==> src/rtl/burst_addr_pkg.sv <==
package burst_addr_pkg;

    // Burst addressing style held by the mode register.
    typedef enum logic {
        MODE_LINEAR = 1'b0,
        MODE_WRAP   = 1'b1
    } burst_mode_e;

    // Control states of the generator.
    typedef enum logic {
        ST_IDLE  = 1'b0,
        ST_BURST = 1'b1
    } burst_state_e;

endpackage

==> src/rtl/burst_mode_reg.sv <==
module burst_mode_reg
    import burst_addr_pkg::*;
(
    input  logic        clk,
    input  logic        rst_n,
    input  logic        toggle_i,
    output burst_mode_e mode_o
);

    burst_mode_e mode_q;
    burst_mode_e mode_d;

    // Each toggle strobe inverts the stored style.
    always_comb begin
        mode_d = mode_q;
        if (toggle_i) begin
            unique case (mode_q)
                MODE_LINEAR: mode_d = MODE_WRAP;
                MODE_WRAP:   mode_d = MODE_LINEAR;
                default:     mode_d = MODE_LINEAR;
            endcase
        end
    end

    always_ff @(posedge clk or negedge rst_n) begin
        if (!rst_n) begin
            mode_q <= MODE_LINEAR;
        end else begin
            mode_q <= mode_d;
        end
    end

    assign mode_o = mode_q;

endmodule

==> src/rtl/burst_next_addr.sv <==
module burst_next_addr
    import burst_addr_pkg::*;
#(
    parameter int ADDR_W = 23,
    parameter int PAGE_W = 10,
    parameter int WRAP_W = 5
) (
    input  logic [ADDR_W-1:0] addr_i,
    input  burst_mode_e       mode_i,
    output logic [ADDR_W-1:0] next_o,
    output logic              cross_o
);

    localparam int HIGH_W = ADDR_W - WRAP_W;

    logic [ADDR_W-1:0] lin_next;
    logic [ADDR_W-1:0] wrap_next;
    logic              page_top;

    // Linear step: full-width increment, rolls from all-ones to zero.
    assign lin_next = addr_i + ADDR_W'(1);

    // Last byte of the current page.
    assign page_top = &addr_i[PAGE_W-1:0];

    // Wrap step: only the window offset counts.
    generate
        if (WRAP_W >= ADDR_W) begin : g_wrap_full
            assign wrap_next = lin_next;
        end else begin : g_wrap_part
            logic [WRAP_W-1:0] low_next;
            logic [HIGH_W-1:0] high_keep;
            assign low_next  = addr_i[WRAP_W-1:0] + WRAP_W'(1);
            assign high_keep = addr_i[ADDR_W-1:WRAP_W];
            assign wrap_next = {high_keep, low_next};
        end
    endgenerate

    always_comb begin
        next_o  = lin_next;
        cross_o = 1'b0;
        unique case (mode_i)
            MODE_LINEAR: begin
                next_o  = lin_next;
                cross_o = page_top;
            end
            MODE_WRAP: begin
                next_o  = wrap_next;
                cross_o = 1'b0;
            end
            default: begin
                next_o  = lin_next;
                cross_o = 1'b0;
            end
        endcase
    end

endmodule

==> src/rtl/burst_addr_gen.sv <==
module burst_addr_gen
    import burst_addr_pkg::*;
#(
    parameter int ADDR_W = 23,
    parameter int PAGE_W = 10,
    parameter int WRAP_W = 5
) (
    input  logic              clk,
    input  logic              rst_n,
    input  logic              mode_toggle_i,
    input  logic              load_i,
    input  logic [ADDR_W-1:0] start_addr_i,
    input  logic              advance_i,
    output logic [ADDR_W-1:0] addr_o,
    output logic              addr_valid_o,
    output logic              wrap_mode_o,
    output logic              page_cross_o
);

    burst_state_e      state_q;
    burst_state_e      state_d;
    burst_mode_e       mode;
    logic [ADDR_W-1:0] addr_q;
    logic [ADDR_W-1:0] addr_d;
    logic              cross_q;
    logic              cross_d;
    logic [ADDR_W-1:0] step_addr;
    logic              step_cross;

    burst_mode_reg u_mode (
        .clk      (clk),
        .rst_n    (rst_n),
        .toggle_i (mode_toggle_i),
        .mode_o   (mode)
    );

    burst_next_addr #(
        .ADDR_W (ADDR_W),
        .PAGE_W (PAGE_W),
        .WRAP_W (WRAP_W)
    ) u_next (
        .addr_i  (addr_q),
        .mode_i  (mode),
        .next_o  (step_addr),
        .cross_o (step_cross)
    );

    // State register.
    always_ff @(posedge clk or negedge rst_n) begin
        if (!rst_n) begin
            state_q <= ST_IDLE;
            addr_q  <= '0;
            cross_q <= 1'b0;
        end else begin
            state_q <= state_d;
            addr_q  <= addr_d;
            cross_q <= cross_d;
        end
    end

    // Transitions and datapath selection. A load wins over an advance.
    always_comb begin
        state_d = state_q;
        addr_d  = addr_q;
        cross_d = 1'b0;
        unique case (state_q)
            ST_IDLE: begin
                if (load_i) begin
                    state_d = ST_BURST;
                    addr_d  = start_addr_i;
                end
            end
            ST_BURST: begin
                if (load_i) begin
                    addr_d = start_addr_i;
                end else if (advance_i) begin
                    addr_d  = step_addr;
                    cross_d = step_cross;
                end
            end
            default: begin
                state_d = ST_IDLE;
            end
        endcase
    end

    // Outputs.
    always_comb begin
        addr_o       = addr_q;
        page_cross_o = cross_q;
        wrap_mode_o  = (mode == MODE_WRAP);
        addr_valid_o = (state_q == ST_BURST);
    end

endmodule

==> config.mk <==
export PLATFORM = sky130hd
export DESIGN_NAME = burst_addr_gen
export DESIGN_NICKNAME = d
export VERILOG_FILES = /design/src/rtl/burst_addr_pkg.sv /design/src/rtl/burst_mode_reg.sv /design/src/rtl/burst_next_addr.sv /design/src/rtl/burst_addr_gen.sv
export SDC_FILE = /design/constraint.sdc
export NUM_CORES = 1
export LEC_CHECK = 0
export BUFFER_PORTS_ARGS = -buffer_cell sky130_fd_sc_hd__buf_2
export CORE_MARGIN = 2
export CORE_UTILIZATION = 40
export DETAILED_ROUTE_END_ITERATION = 6
export GPL_TIMING_DRIVEN = 0
export PLACE_DENSITY = 0.72
export SKIP_LAST_GASP = 1
export SLEW_MARGIN = 10
export SYNTH_ARGS = -nofsm -noshare
export SYNTH_HDL_FRONTEND = slang
export SYNTH_HIERARCHICAL = 1
export SYNTH_SLANG_ARGS = --single-unit
export TNS_END_PERCENT = 100
==> constraint.sdc <==
create_clock -name clk -period 1.8 [get_ports clk]
set_input_delay 0.09 -clock clk [delete_from_list [all_inputs] [get_ports clk]]
set_output_delay 0.09 -clock clk [all_outputs]
set_load 0.03 [all_outputs]
==> results by group, run 1 <==
STA
  • Setup-failing EPs final: 0
  • Post-layout minimum cycle time: around 1.7 ns
  • RSZ-0062 raised after global routing: true
  • Worst Skew: roughly 0.0020 ns
  • Max_slew headroom: 0.5818
  • Slew @ Worst Pin: 0.6273 ns
  • FMAX: 0.5718 GHz
  • Final slew viol count: 0
  • Final Hold Vio Count: 0
  • Tcrit/Tclk final: 0.9716

Power and ir drop
  • Comb pwr share: 0.348
  • Peak supply drop: 0.0002949 V
  • Psw: 651.2 µW
  • Sequential fraction of design power: 0.448
  • Leakage power total: 0.001099 µW
  • Clk pwr share: 0.204
  • Sw frac: 0.3800
  • PD cells: 710.8 nW/µm²
  • Internal: 1062 µW

Floorplan
  • Num rows: 25
  • Starting Density: 0.4107
  • Die width: 73.41 µm
  • Die area: 5388 µm²
  • Core box area: 4692 µm²
  • # IOs: 54
  • Die Y: 73.41 µm

Worst setup path
  • Type of origin of the critical path: register
  • Slowest cell on the critical path: dfrtp_1
  • CP Capture Type: register
  • Arrival @ worst endpoint: 1.92 ns
  • CP Capture Point: addr_o[22]$_DFFE_PN0P_
  • Critical path's largest stage delay: 0.42 ns
  • Crit path max fanout: 5
  • Worst flop-to-flop path endpoint: addr_o[22]$_DFFE_PN0P_
  • CP cell instances: nand4b_4, nor4_4, buf_4, nand4_1, xnor2_1, nand4b_1, o311ai_1
  • Flop-to-flop setup slack: ~0.051 ns
  • Crit path from: u_mode/mode_o$_DFFE_PN0P_
  • Critical path class: reg -> reg
  • Worst r2r src: u_mode/mode_o$_DFFE_PN0P_
  • Worst Path Required: between 1.5 and 2 ns
  • R2R depth: 7

Routing
  • Pre-antenna DRT Iters: 4
  • Final WL: 4962 µm
  • Routed len/inst: 15.95 µm
  • Final ANT Viol Nets: 0
  • Vias: 1710
  • # DRC: 0
  • DR vias/cell: 5.498
  • Iter 0 DRT Violations: between 80 and 90

Global route
  • Vias in the first global route: 1678
  • First-pass GRT wire length: 8093 µm
  • GR Util All Layers: 0.1923
  • Pin count of the biggest net entering global routing: 27
  • Initial antenna violation count: 0
  • GRT Residual Overflow: 0

Logic synthesis
  • Count leader, synth: nand2_1
  • Area contributors post-synth: dfrtp_1, o311ai_2, nand4b_1
  • Post-synth ARST share: 1.000
  • Sequential area share after synthesis: 0.3377
  • Top cell type's share of synthesized area: 0.3377
  • Avg Inst Size Synth: approximately 10 µm²
  • Unique masters post-synth: 27
  • Top post-synthesis cells by count: nand2_1, dfrtp_1, inv_1
  • Top_reg_cell synth: dfrtp_1
  • #FFs+latches synth: 26
  • EDFF count, synth: 0
  • Cell area after synthesis: 1927 µm²
  • Ys Warns: 6
  • Post-synth top area cell: dfrtp_1
  • Post-synth net total: 222
  • Synth Instances: 193

Clocking
  • CTS tree: yes
  • CTS Buf Count: 3
  • H-tree depth: 1
  • CTS root buffer: clkbuf_8
  • Skew-Pair Late Insertion Delay: 0.27 ns
  • CTS sink cnt: 26
  • Clock transition at path regs: 0.09 ns
  • Clock Tree Buf Depth: 2

Final layout
  • Nets@finish: 287
  • Share of layout cells above drive strength 1: 0.4202
  • Area grow syn2layout: 25.13%
  • Register area: 663.1 µm²
  • Layout Cells excl Fill: 311
  • Final-layout fill cell count: around 460
  • Cell area after layout: about 2400 µm²
  • Multi-input gate area: about 1100 µm²
  • Ant. Diodes: 0

Placement
  • Placed Area: 2257 µm²
  • HPWL Detailed: between 3000 and 4000 µm
  • Placed cells: 299
  • Port bufs: 52
  • Routability cong.: 0.8551

Hold path
  • Worst hold path type: in -> reg

Flow run
  • Max-cap violations: 0

Outcome
  • Outcome: completed
-- power by group through the flow --
stage	Clock [µW]	Combinational (µW)	Sequential, µW
3_3_place_gp	0	546	768
5_1_grt	382	638	782
4_1_cts	366	571	765
2_1_floorplan	0	260	891
6_report	350	596	767
3_5_place_dp	0	562	771
-- per-layer routing --
metal,track usage,vias to the layer above,share of wire
li1,-,822,-
met1,0.2609,849,0.46
met2,0.3323,34,0.50
met3,0.02195,5,0.032
met4,0.03636,0,0.0062
met5,0,-,0
-- cell families (layout without fill, tap and decap cells) --
| kind of cell | count (synthesis) | count (layout) | share of synthesized area |
|---|---|---|---|
| AO/OA/AOI/OAI | 23 | 23 | 0.1786 |
| adder cells (fa/ha/maj) | 1 | 1 | 0.006492 |
| flip-flops | 26 | 26 | 0.3377 |
| buffers and inverters | 40 | 104 | 0.09675 |
| AND/OR/NAND/NOR | 81 | 81 | 0.2805 |
| XOR/XNOR | 22 | 22 | 0.1000 |
-- placed cells by master, fill, tap and decap left out, types with 2 or more instances in the layout --
master	Yosys	layout
nand2_1	28	28
xnor2_1	14	13
clkbuf_8	0	3
dfrtp_2	0	10
buf_2	5	57
o311ai_1	4	4
clkbuf_1	6	7
nand3_1	9	8
nand4b_1	23	23
o311ai_2	19	19
buf_6	2	2
buf_4	1	7
and3_1	5	5
nor4_4	2	2
dlygate4sd3_1	0	2
dfrtp_1	26	16
inv_1	25	24
nor2_1	3	3
nand4_1	3	3
xor2_1	8	8
-- through the flow --
stage / setup TNS, ns / setup slack (ns) / hold slack (ns) / power (µW) / utilization
finish: 0 / 0.05117 / 0.04068 / 1714 / 0.5139
global placement: -0.2304 / -0.07568 / 0.1344 / 1314 / 0.4811
CTS: 0 / 0.009743 / 0.03357 / 1702 / 0.4995
global route: -0.2881 / -0.07921 / 0.03816 / 1801 / 0.5139
detailed placement: -0.4324 / -0.1303 / 0.1465 / 1333 / 0.4811
floorplan: 0 / 0.008647 / -0.2056 / 1151 / -
-- worst min path at each step --
stage	endpoint	depth (start not counted)	from	slack, ns
finish	addr_o[6]$_DFFE_PN0P_	3	start_addr_i[6]	0.04
global route	addr_o[7]$_DFFE_PN0P_	3	start_addr_i[7]	0.04
floorplan	addr_o[0]$_DFFE_PN0P_	0	rst_n	-0.21
global placement	addr_o[4]$_DFFE_PN0P_	1	rst_n	0.13
CTS	addr_o[7]$_DFFE_PN0P_	3	start_addr_i[7]	0.03
detailed placement	addr_o[5]$_DFFE_PN0P_	1	rst_n	0.15
-- worst max-delay path, delay by kind of cell, from the launching register on --
family	cells	cell delay [ns]
AOI/OAI and AO/OA	1	0.12
xor gates and xnor gates	1	0.19
buffers and inverters	1	0.19
DFF	1	0.42
and+or+nand+nor	4	0.74
-- cell type report --
class | instances | area share
Buffer | 15 | 0.03840
Clock buffer | 4 | 0.01868
Sequential cell | 26 | 0.2750
Inverter | 25 | 0.03892
Tap cell | 54 | 0.02802
Timing Repair Buffer | 60 | 0.1349
Multi-Input combinational cell | 127 | 0.4660
-- timing repair --
action	CTS	global route
hold buffers	2	0
buffers inserted	1	5
gates resized for setup	3	11
gates cloned	0	0
pin swaps	1	9
setup endpoints to repair	7	9
endpoints found under the hold margin	27	0
-- sequential cells by signal (all words and copies together) (netlist names) --
register,flops
addr_valid_o,1
u_mode/mode_o,1
addr_o,23
page_cross_o,1
Note: power is estimated with default switching activity, not from simulation.
==> inputs of run 2 (changes only) <==
Settings changed: CORE_ASPECT_RATIO set to 1.25.
==> results by group, run 2 (synthesis results as in run 1) <==
Worst setup path
  • Crit path max fanout: 5 (unchanged)
  • Worst flop-to-flop path endpoint: addr_o[16]$_DFFE_PN0P_
  • CP Capture Type: register
  • Critical path class: reg -> reg
  • Worst r2r src: u_mode/mode_o$_DFFE_PN0P_
  • Flop-to-flop setup slack: 0.05 ns (about the same)
  • Worst Path Required: 1.99 ns (+0.02 ns)
  • Type of origin of the critical path: register
  • Arrival @ worst endpoint: 1.94 ns (+0.02 ns)
  • R2R depth: 7 (unchanged)

Floorplan
  • # IOs: 54 (unchanged)
  • Die area: 5392 µm² (about the same)
  • Die Y: 81.60 µm (+11%)
  • Core box area: 4695 µm² (about the same)
  • Num rows: 28 (+12%)
  • Starting Density: 0.4104 (about the same)
  • Die width: 66.08 µm (-10%)

Final layout
  • Share of layout cells above drive strength 1: 0.4023 (-0.01789)
  • Cell area after layout: 2397 µm² (-0.57%)
  • Largest register FFs: 23 (unchanged)
  • Final Util: 0.5107 (-0.003206)
  • Layout Cells excl Fill: 316 (+1.6%)
  • Area grow syn2layout: 24.42%
  • Most common cell after layout, fill and taps aside: buf_2
  • Nets@finish: 286 (-0.35%)
  • Final-layout fill cell count: 469 (+2.2%)
  • Ant. Diodes: 0 (unchanged)
  • Leading cell types in the layout, fill and taps excluded: buf_2, nand2_1, inv_1, nand4b_1, o311ai_2

Clocking
  • CTS Buf Count: 3 (unchanged)
  • CTS tree: yes
  • CTS sink cnt: 26 (unchanged)
  • CTS root buffer: clkbuf_8
  • H-tree depth: 1 (unchanged)
  • Clock Tree Buf Depth: 2 (unchanged)
  • Skew-Pair Late Insertion Delay: 0.28 ns (about the same)
  • Clock transition at path regs: 0.10 ns (about the same)

Hold path
  • Worst hold path type: in -> reg
  • Hold Startpoint: start_addr_i[13]
  • Hold path depth: 3 (unchanged)
  • Hold Path Sink: addr_o[13]$_DFFE_PN0P_

STA
  • Final worst slack: 0.04772 ns (-0.003451 ns)
  • RSZ-0062 raised after global routing: true
  • Fin Setup TNS: 0 ns (unchanged)
  • Post-layout minimum cycle time: 1.752 ns (+0.003451 ns)
  • FMAX: 0.5707 GHz (-0.20%)
  • Final slew viol count: 0 (unchanged)
  • Slew @ Worst Pin: 0.6175 ns (-0.009804 ns)
  • Setup-failing EPs final: 0 (unchanged)
  • Max_slew headroom: 0.5884 (+0.006535)
  • Worst Skew: 0.009199 ns (+0.007220 ns)
  • Final Hold Vio Count: 0 (unchanged)
  • Tcrit/Tclk final: 0.9735 (+0.001917)

Routing
  • Vias: 1737 (+1.6%)
  • # DRC: 0 (unchanged)
  • Iter 0 DRT Violations: 93 (+6.9%)
  • Routed len/inst: 15.58 µm (-2.3%)
  • Final WL: 4924 µm (-0.77%)
  • Pre-antenna DRT Iters: 4 (unchanged)
  • DR vias/cell: 5.497 (about the same)
  • Final ANT Viol Nets: 0 (unchanged)

Placement
  • HPWL Detailed: 3508 µm (-2.0%)
  • Placed cells: 305 (+2.0%)
  • Placed Area: 2265 µm² (+0.33%)
  • Routability cong.: 0.8545 (about the same)
  • Port bufs: 52 (unchanged)
  • Pre-CTS WS: -0.1223 ns (+0.007994 ns)

Power and ir drop
  • PD cells: 730.9 nW/µm² (+2.8%)
  • Clk pwr share: 0.227 (+0.023)
  • Comb pwr share: 0.340 (-0.008)
  • Sw frac: 0.3728 (-0.007173)
  • Peak supply drop: 0.0003159 V (+7.1%)
  • Internal: 1099 µW (+3.4%)
  • Sequential fraction of design power: 0.433 (-0.015)
  • Psw: 653.2 µW (+0.31%)
  • Leakage power total: 0.001097 µW (-0.18%)

Global route
  • First-pass GRT wire length: 7962 µm (-1.6%)
  • Vias in the first global route: 1722 (+2.6%)
  • GR Util All Layers: 0.1943 (+0.001978)
  • Pin count of the biggest net entering global routing: 27 (unchanged)
  • Initial antenna violation count: 0 (unchanged)
  • GRT Residual Overflow: 0 (unchanged)

Outcome
  • Outcome: completed

Flow run
  • Max-cap violations: 0 (unchanged)
-- run 2: power by group through the flow --
stage / combinational, µW / sequential (µW) / clock (µW)
detailed placement: 559 / 770 / 0
CTS: 567 / 762 / 403
floorplan: 260 / 891 / 0
global route: 638 / 771 / 435
finish: 596 / 759 / 398
global placement: 546 / 767 / 0
-- run 2: what timing repair did --
action | in CTS | in global routing
endpoints found under the hold margin | 27 | 0
pin swaps | 1 | 2
endpoints found under the setup margin | 5 | 10
hold buffers | 2 | 0
gates resized for setup | 2 | 6
buffers inserted | 1 | 4
-- run 2: cell type report --
class | count | area (µm²) | share of cell area
multi-input combinational | 127 | 1102 | 0.4598
buffer | 15 | 92.59 | 0.03862
clock buffer | 4 | 55.05 | 0.02296
tap | 60 | 75.07 | 0.03132
timing repair buffer | 59 | 317.8 | 0.1326
inverter | 25 | 93.84 | 0.03914
sequential | 26 | 660.6 | 0.2756
-- run 2: routing by layer --
| layer | up-vias | track usage | wire length, µm |
|---|---|---|---|
| met5 | - | 0 | 0 |
| met4 | 0 | 0.09184 | 123 |
| met3 | 9 | 0.02603 | 193 |
| met2 | 46 | 0.3390 | 2473 |
| met1 | 860 | 0.2345 | 2134 |
| li1 | 822 | - | - |
-- run 2: stage by stage --
step | total power, µW | hold slack, ns
floorplan | 1151 | -0.2056
global placement | 1313 | 0.1343
detailed placement | 1328 | 0.1385
CTS | 1731 | 0.03428
global route | 1844 | 0.02344
finish | 1752 | 0.03270
-- run 2: worst max-delay path: stages (launching register included) --
cell	delay, ns
dfrtp_1	0.42
nand4b_4	0.22
nor4_4	0.29
buf_4	0.18
nand4_1	0.13
xnor2_1	0.19
nand4b_1	0.13
o311ai_2	0.10
-- run 2: how the worst max path moves through the flow --
stage	startpoint	end	slack, ns	cells past startpoint
after detailed placement	addr_o[0]$_DFFE_PN0P_	addr_o[16]$_DFFE_PN0P_	-0.12	7
final	u_mode/mode_o$_DFFE_PN0P_	addr_o[16]$_DFFE_PN0P_	0.05	7
after global routing	u_mode/mode_o$_DFFE_PN0P_	addr_o[16]$_DFFE_PN0P_	-0.04	7
after CTS	addr_o[8]$_DFFE_PN0P_	addr_o[21]$_DFFE_PN0P_	0.005	6
after global placement	addr_o[0]$_DFFE_PN0P_	addr_o[16]$_DFFE_PN0P_	-0.07	7
after floorplan	addr_o[2]$_DFFE_PN0P_	addr_o[16]$_DFFE_PN0P_	0.009	6
